[config.mk]
export PLATFORM = sky130hd
export DESIGN_NAME = atten_serial_ctrl
export DESIGN_NICKNAME = d
export VERILOG_FILES = /design/src/rtl/atten_pkg.sv /design/src/rtl/bit_sync.sv /design/src/rtl/shift_word.sv /design/src/rtl/atten_bank.sv /design/src/rtl/atten_serial_ctrl.sv
export SDC_FILE = /design/constraint.sdc
export NUM_CORES = 1
export LEC_CHECK = 0
export CELL_PAD_IN_SITES_DETAIL_PLACEMENT = 0
export CELL_PAD_IN_SITES_GLOBAL_PLACEMENT = 1
export CORE_AREA = 2 2 51 53
export DETAILED_ROUTE_END_ITERATION = 8
export DIE_AREA = 0 0 53 55
export DONT_BUFFER_PORTS = 1
export GPL_TIMING_DRIVEN = 1
export PLACE_DENSITY_LB_ADDON = 0.12
export SLEW_MARGIN = 20
export SYNTH_ARGS = -nofsm -noshare
export SYNTH_HDL_FRONTEND = slang
export SYNTH_SLANG_ARGS = --single-unit
[constraint.sdc]
create_clock -name clk -period 3.05 [get_ports clk]
set_input_delay 0.4575 -clock clk [delete_from_list [all_inputs] [get_ports clk]]
set_output_delay 0.4575 -clock clk [all_outputs]
set_load 0.005 [all_outputs]
[src/rtl/atten_pkg.sv]
package atten_pkg;
  localparam int ATT_FIELD_W = 5;
  localparam int ATT_COUNT   = 2;
  localparam int SYNC_DEPTH  = 2;
endpackage

[src/rtl/bit_sync.sv]
module bit_sync #(
  parameter int          W       = 4,
  parameter int          STAGES  = 2,
  parameter logic [W-1:0] RST_VAL = '0
) (
  input  logic         clk,
  input  logic         rst_n,
  input  logic [W-1:0] din,
  output logic [W-1:0] lvl
);
  logic [W-1:0] stage_q [STAGES];
  logic [W-1:0] stage_d [STAGES];

  always_comb begin
    stage_d[0] = din;
    for (int s = 1; s < STAGES; s++) stage_d[s] = stage_q[s-1];
  end

  always_ff @(posedge clk or negedge rst_n) begin
    if (!rst_n) begin
      for (int s = 0; s < STAGES; s++) stage_q[s] <= RST_VAL;
    end else begin
      for (int s = 0; s < STAGES; s++) stage_q[s] <= stage_d[s];
    end
  end

  assign lvl = stage_q[STAGES-1];
endmodule

[src/rtl/shift_word.sv]
module shift_word #(
  parameter int W = 10
) (
  input  logic         clk,
  input  logic         rst_n,
  input  logic         shift_en,
  input  logic         din,
  output logic [W-1:0] word
);
  logic [W-1:0] word_q, word_d;

  always_comb begin
    word_d = word_q;
    if (shift_en) word_d = {word_q[W-2:0], din};
  end

  always_ff @(posedge clk or negedge rst_n) begin
    if (!rst_n) word_q <= '0;
    else        word_q <= word_d;
  end

  assign word = word_q;

  assert_shift_order_R2: assert property (@(posedge clk) disable iff (!rst_n)
    shift_en |=> (word_q == {$past(word_q[W-2:0]), $past(din)}));
  assert_shift_idle_R2: assert property (@(posedge clk) disable iff (!rst_n)
    !shift_en |=> $stable(word_q));
endmodule

[src/rtl/atten_bank.sv]
module atten_bank #(
  parameter int FIELD_W = 5,
  parameter int N_ATT   = 2,
  localparam int WORD_W = FIELD_W * N_ATT
) (
  input  logic              clk,
  input  logic              rst_n,
  input  logic              commit,
  input  logic [WORD_W-1:0] word,
  output logic [WORD_W-1:0] code,
  output logic [WORD_W-1:0] db
);
  localparam logic [FIELD_W-1:0] FULL_SCALE = {FIELD_W{1'b1}};

  logic [WORD_W-1:0] code_q, code_d;

  always_comb begin
    code_d = code_q;
    if (commit) code_d = word;
  end

  always_ff @(posedge clk or negedge rst_n) begin
    if (!rst_n) code_q <= {WORD_W{1'b1}};
    else        code_q <= code_d;
  end

  for (genvar g = 0; g < N_ATT; g++) begin : g_decode
    assign db[g*FIELD_W +: FIELD_W] = FULL_SCALE - code_q[g*FIELD_W +: FIELD_W];
  end

  assign code = code_q;

  assert_hold_without_commit_R4: assert property (@(posedge clk) disable iff (!rst_n)
    !commit |=> $stable(code_q));
  assert_load_on_commit_R3: assert property (@(posedge clk) disable iff (!rst_n)
    commit |=> (code_q == $past(word)));
endmodule

[src/rtl/atten_serial_ctrl.sv]
module atten_serial_ctrl #(
  parameter int FIELD_W = atten_pkg::ATT_FIELD_W,
  parameter int STAGES  = atten_pkg::SYNC_DEPTH
) (
  input  logic               clk,
  input  logic               rst_n,
  input  logic               ser_clk_i,
  input  logic               ser_dat_i,
  input  logic               ser_sel_i,
  input  logic               loop_en_n_i,
  output logic [FIELD_W-1:0] att_a_code_o,
  output logic [FIELD_W-1:0] att_b_code_o,
  output logic [FIELD_W-1:0] att_a_db_o,
  output logic [FIELD_W-1:0] att_b_db_o,
  output logic               loop_en_o
);
  localparam int N_ATT  = atten_pkg::ATT_COUNT;
  localparam int WORD_W = FIELD_W * N_ATT;
  localparam int I_DAT  = 0;
  localparam int I_CLK  = 1;
  localparam int I_SEL  = 2;
  localparam int I_LOOP = 3;

  logic [3:0]        raw_in, sync_lvl;
  logic              sclk_prev_q, sel_prev_q;
  logic              sclk_rise, sel_rise;
  logic [WORD_W-1:0] word, code, db;

  assign raw_in = {loop_en_n_i, ser_sel_i, ser_clk_i, ser_dat_i};

  bit_sync #(.W(4), .STAGES(STAGES), .RST_VAL(4'b1100)) u_sync (
    .clk(clk), .rst_n(rst_n), .din(raw_in), .lvl(sync_lvl)
  );

  always_ff @(posedge clk or negedge rst_n) begin
    if (!rst_n) begin
      sclk_prev_q <= 1'b0;
      sel_prev_q  <= 1'b1;
    end else begin
      sclk_prev_q <= sync_lvl[I_CLK];
      sel_prev_q  <= sync_lvl[I_SEL];
    end
  end

  assign sclk_rise = sync_lvl[I_CLK] & ~sclk_prev_q;
  assign sel_rise  = sync_lvl[I_SEL] & ~sel_prev_q;

  shift_word #(.W(WORD_W)) u_shift (
    .clk(clk), .rst_n(rst_n), .shift_en(sclk_rise),
    .din(sync_lvl[I_DAT]), .word(word)
  );

  atten_bank #(.FIELD_W(FIELD_W), .N_ATT(N_ATT)) u_bank (
    .clk(clk), .rst_n(rst_n), .commit(sel_rise),
    .word(word), .code(code), .db(db)
  );

  assign att_a_code_o = code[WORD_W-1 -: FIELD_W];
  assign att_b_code_o = code[FIELD_W-1:0];
  assign att_a_db_o   = db[WORD_W-1 -: FIELD_W];
  assign att_b_db_o   = db[FIELD_W-1:0];
  assign loop_en_o    = ~sync_lvl[I_LOOP];

  assert_single_clk_edge_R9: assert property (@(posedge clk) disable iff (!rst_n)
    sclk_rise |=> !sclk_rise);
  assert_single_sel_edge_R9: assert property (@(posedge clk) disable iff (!rst_n)
    sel_rise |=> !sel_rise);
endmodule

Yosys cells after proc, flatten, opt, wreduce, memory -nomap -nowiden
Index checks and enable logic that the tools add are counted.
Operators by class
  $add $sub $neg: 2
  bitwise operators: 5
Operators by type and width (number)
  5-bit subtractor, first input constant: 2
  1-bit NOT: 3
  1-bit bitwise AND: 2
Word-level totals
  register bits: 30
  input bits: 6
  output and inout port bits: 21

Longest topological paths before layout
  word-level depth: 2
  gate-level depth with buffers: 3

Cells and area by module
Synthesis repeated with hierarchy kept, for this count alone.
Second synthesis, totals
  cell total of the unflattened synthesis: 65
  area, all modules: 1161.1 µm²
Modules (own cells, without submodules)
  atten_bank: instances 1, cells each 31, area an instance 461.7 µm², sequential area each 262.8 µm²
  shift_word: instances 1, cells each 21, area an instance 411.6 µm², sequential area each 250.2 µm²
  bit_sync: instances 1, cells each 8, area an instance 205.2 µm², sequential area each 205.2 µm²
  atten_serial_ctrl: instances 1, cells each 5, area an instance 82.6 µm², sequential area each 51.3 µm²

Worst setup path after synthesis
OpenSTA, ideal clock, no wires.
  kind: reg2reg
  start point: register u_sync.stage_q (netlist bit u_sync.lvl[2])
  end point: register u_bank.code_q[0], in the netlist u_bank.code[0]
  library setup time: 82 ps
  arrival: 1081 ps
  data required time: 2968 ps
  path slack: 1886 ps
  stages on the path, launching flop included: 4
  path buffers: 1
  clock period less this slack: 1164 ps
  cell sequence: dfstp_2 > nor2b_4 > buf_12 > mux2_4
On the way
  word-level cells in the longest chain between the ends: 1
RTL lines
  start, declared: line bit_sync.sv:11  | logic [W-1:0] stage_q [STAGES];
  1-bit bitwise AND: line atten_serial_ctrl.sv:46  | assign sel_rise = sync_lvl[I_SEL] & ~sel_prev_q;
  end signal, assigned: line atten_bank.sv:23  | if (!rst_n) code_q <= {WORD_W{1'b1}};
  end signal, assigned: line atten_bank.sv:24  | else code_q <= code_d;
  end, declared: line atten_bank.sv:15  | logic [WORD_W-1:0] code_q, code_d;
Every way passes these cells.
A chain may end at the register's enable or synchronous reset.

Worst setup path in the final report
  start point: register u_bank.code_q[0], in the netlist u_bank.code[0]
  end point: output port att_b_db_o[0]
On the way
  word-level cells in the longest chain between the ends: 1
RTL lines
  5-bit subtractor: line atten_bank.sv:28  | assign db[g*FIELD_W +: FIELD_W] = FULL_SCALE - code_q[g*FIELD_W +: FIELD_W];
  end, declared: line atten_serial_ctrl.sv:14  | output logic [FIELD_W-1:0] att_b_db_o,
Every way passes these cells.

==> impl_results.md <==
* Pre-CTS setup slack at 1.697 ns
* Crit start category: flip-flop
* CP cell instances: inv_1
* DR iter-0 viols at 3
* GRT Total Usage at 0.1355
* Fin worst setup slack at 1.641 ns
* # DRC at 0
* Family with the most delay on the worst path: flip-flops
* Routed wire length per instance at 14.90 um
* Crit path capture: att_b_db_o[0]
* Vias per cell at 4.767
* Reg2Reg Setup Slack at 1.69 ns
* Required time of the critical path at 2.59 ns
* Routability cong. at 0.6506
* Worst skew pair latency at 0.32 ns
* Crit. path cell count at 1
* I/O pin count at 27
* Max VDD drop at 0.6650 mV
* Cell Pwr Density at 946.7 nW/um^2
* P&R area growth vs syn at 8.917%
* Ys Warns at 0
* Nets at 78
* Post-synth top area share at 0.3344
* CTS sink cnt at 30
* Count of cell types in the netlist at 6
* Status: complete, no violations
* Routed vias at 491
* Seq/Total Area, Yosys at 0.6529
* Fin crit period at 1.409 ns
* Average size of a mapped cell at 18.13 um^2
* Die Wd at 53 um
* Final TNS setup at 0 ns
* Fin util at 0.5429
* Core Area at 2365 um^2
* Longest Clk Path Bufs at 2
* First-pass GRT wire length at 2.546 mm
* Largest area contributor in the netlist: dfstp_2
* WP data arrival at 0.95 ns
* R2R Path End: u_bank.code[3]
* Register area at 769.5 um^2
* Final non-filler cell total at 103
* Post-Syn Area at 1179 um^2
* Max incr delay on CP at 0.57 ns
* Max cap viols at 0
* Synth area leaders: dfstp_2, dfrtp_1, mux2_4, inv_1, buf_12
* FF-to-FF path depth at 2
* Leak at 0.6076 nW
* Crit path launch: u_bank.code[0]
* Initial Util at 0.4984
* Slowest CP cell: dfstp_2
* Final hold violations at 0
* CTS Buf Count at 5
* RSZ-0062 raised after global routing: false
* Layout cell share with drive strength beyond 1 at 0.6301
* Fillers at 206
* WL final at 1.535 mm
* Max Slew Vio Count at 0
* Placed instance count at 93
* Clk root buf: clkbuf_4
* Initial DRT Pass Iterations at 3
* Largest net degree at the start of global routing at 31
* Crit. End Element: output pin
* Peak Freq at 709.8 MHz
* CTS tree: yes
* Hold Slack at 0.1174 ns
* IO Port Bufs at 0
* Multi-input logic area at 327.8 um^2
* Number of setup buffers added after CTS at 0
* WP buf/inv at 1
* Yosys reg bits at 30
* CP Max Fanout at 3
* Setup CP Type: flip-flop to output pin
* Number of global-route vias before repair at 533
* Die ar. at 2915 um^2
* Syn_nets at 71
* Period utilisation layout at 0.4619
* Hold buffers post-CTS at 2
* # diodes at 0
* # rows at 18
* Hold WC Path Type: input pin to flip-flop
* Clock-pin transition on the worst setup and hold timing paths at 0.10 ns
* Worst Skew at 0.01021 ns
* Die Span Y at 55 um
* Antenna-violating nets left at 0
* Worst-margin pin slew at 0.4292 ns
* Mapped Cells at 65
* Resized cells post-CTS at 0
* Initial antenna violation count at 0
* Slew headroom at 0.7133
* FF-to-FF Start: u_sync.lvl[2]
* Final setup vio count at 0
* Grt ovf at 0
* H-tree depth at 2
[logic make-up (layout without fill, tap and decap cells)]
family,count (synthesis),in the layout,synth area share
buffers and inverters,13,21,0.06900
DFF,30,30,0.6529
muxes,20,20,0.2548
and+or+nand+nor,2,2,0.02336
[synth_stat cells (all sizes together)]
cell type  instances
dfstp             15
mux2              20
buf                2
nor2b              2
dfrtp             15
inv               11
[placed cells by master, fill, tap and decap left out]
cell / synthesis / final
clkinv_2: 0 / 2
inv_1: 11 / 11
dlygate4sd3_1: 0 / 1
buf_12: 2 / 1
mux2_4: 20 / 20
dfrtp_1: 15 / 15
clkbuf_4: 0 / 5
nor2b_4: 2 / 2
dfstp_2: 15 / 15
bufinv_16: 0 / 1
[state kept, by name (all words and copies together) (netlist names)]
name            count
sclk_prev_q         1
sel_prev_q          1
u_bank.code        10
u_shift.word       10
u_sync.lvl          4
u_sync.stage_d      4
[how the worst min path moves through the flow]
stage	from	endpoint	slack, ns	depth (start not counted)
after floorplan	rst_n	sclk_prev_q	0.16	0
after global routing	ser_sel_i	u_sync.stage_d[2]	0.08	0
after global placement	rst_n	u_shift.word[6]	0.16	0
after detailed placement	rst_n	u_shift.word[8]	0.16	0
final	ser_sel_i	u_sync.stage_d[2]	0.12	0
after CTS	ser_sel_i	u_sync.stage_d[2]	0.1	0
[routing by layer]
metal	up-vias	routed length (um)	GRT usage
met1	247	704	0.1631
met5	-	0	0
met3	5	101	0.07527
met4	0	27	0.07692
met2	20	701	0.1917
li1	219	-	-
[stage by stage]
stage               instance area [um^2]  total power [mW]
global route                        1284             1.291
detailed placement                  1176            0.9157
CTS                                 1284             1.236
global placement                    1176            0.9074
floorplan                           1179            0.8691
finish                              1284             1.215
[power by group]
part           internal (mW)  switching (mW)
Sequential             0.566           0.110
Combinational          0.167          0.0691
Clock                  0.170           0.133
[layout make-up]
cell class	count	area share
sequential	30	0.5994
multi-input combinational	22	0.2554
inverter	11	0.03216
clock inverter	3	0.03119
clock buffer	5	0.02924
tap	30	0.02924
timing repair buffer	2	0.02339
(Power assumes the default switching activity.)
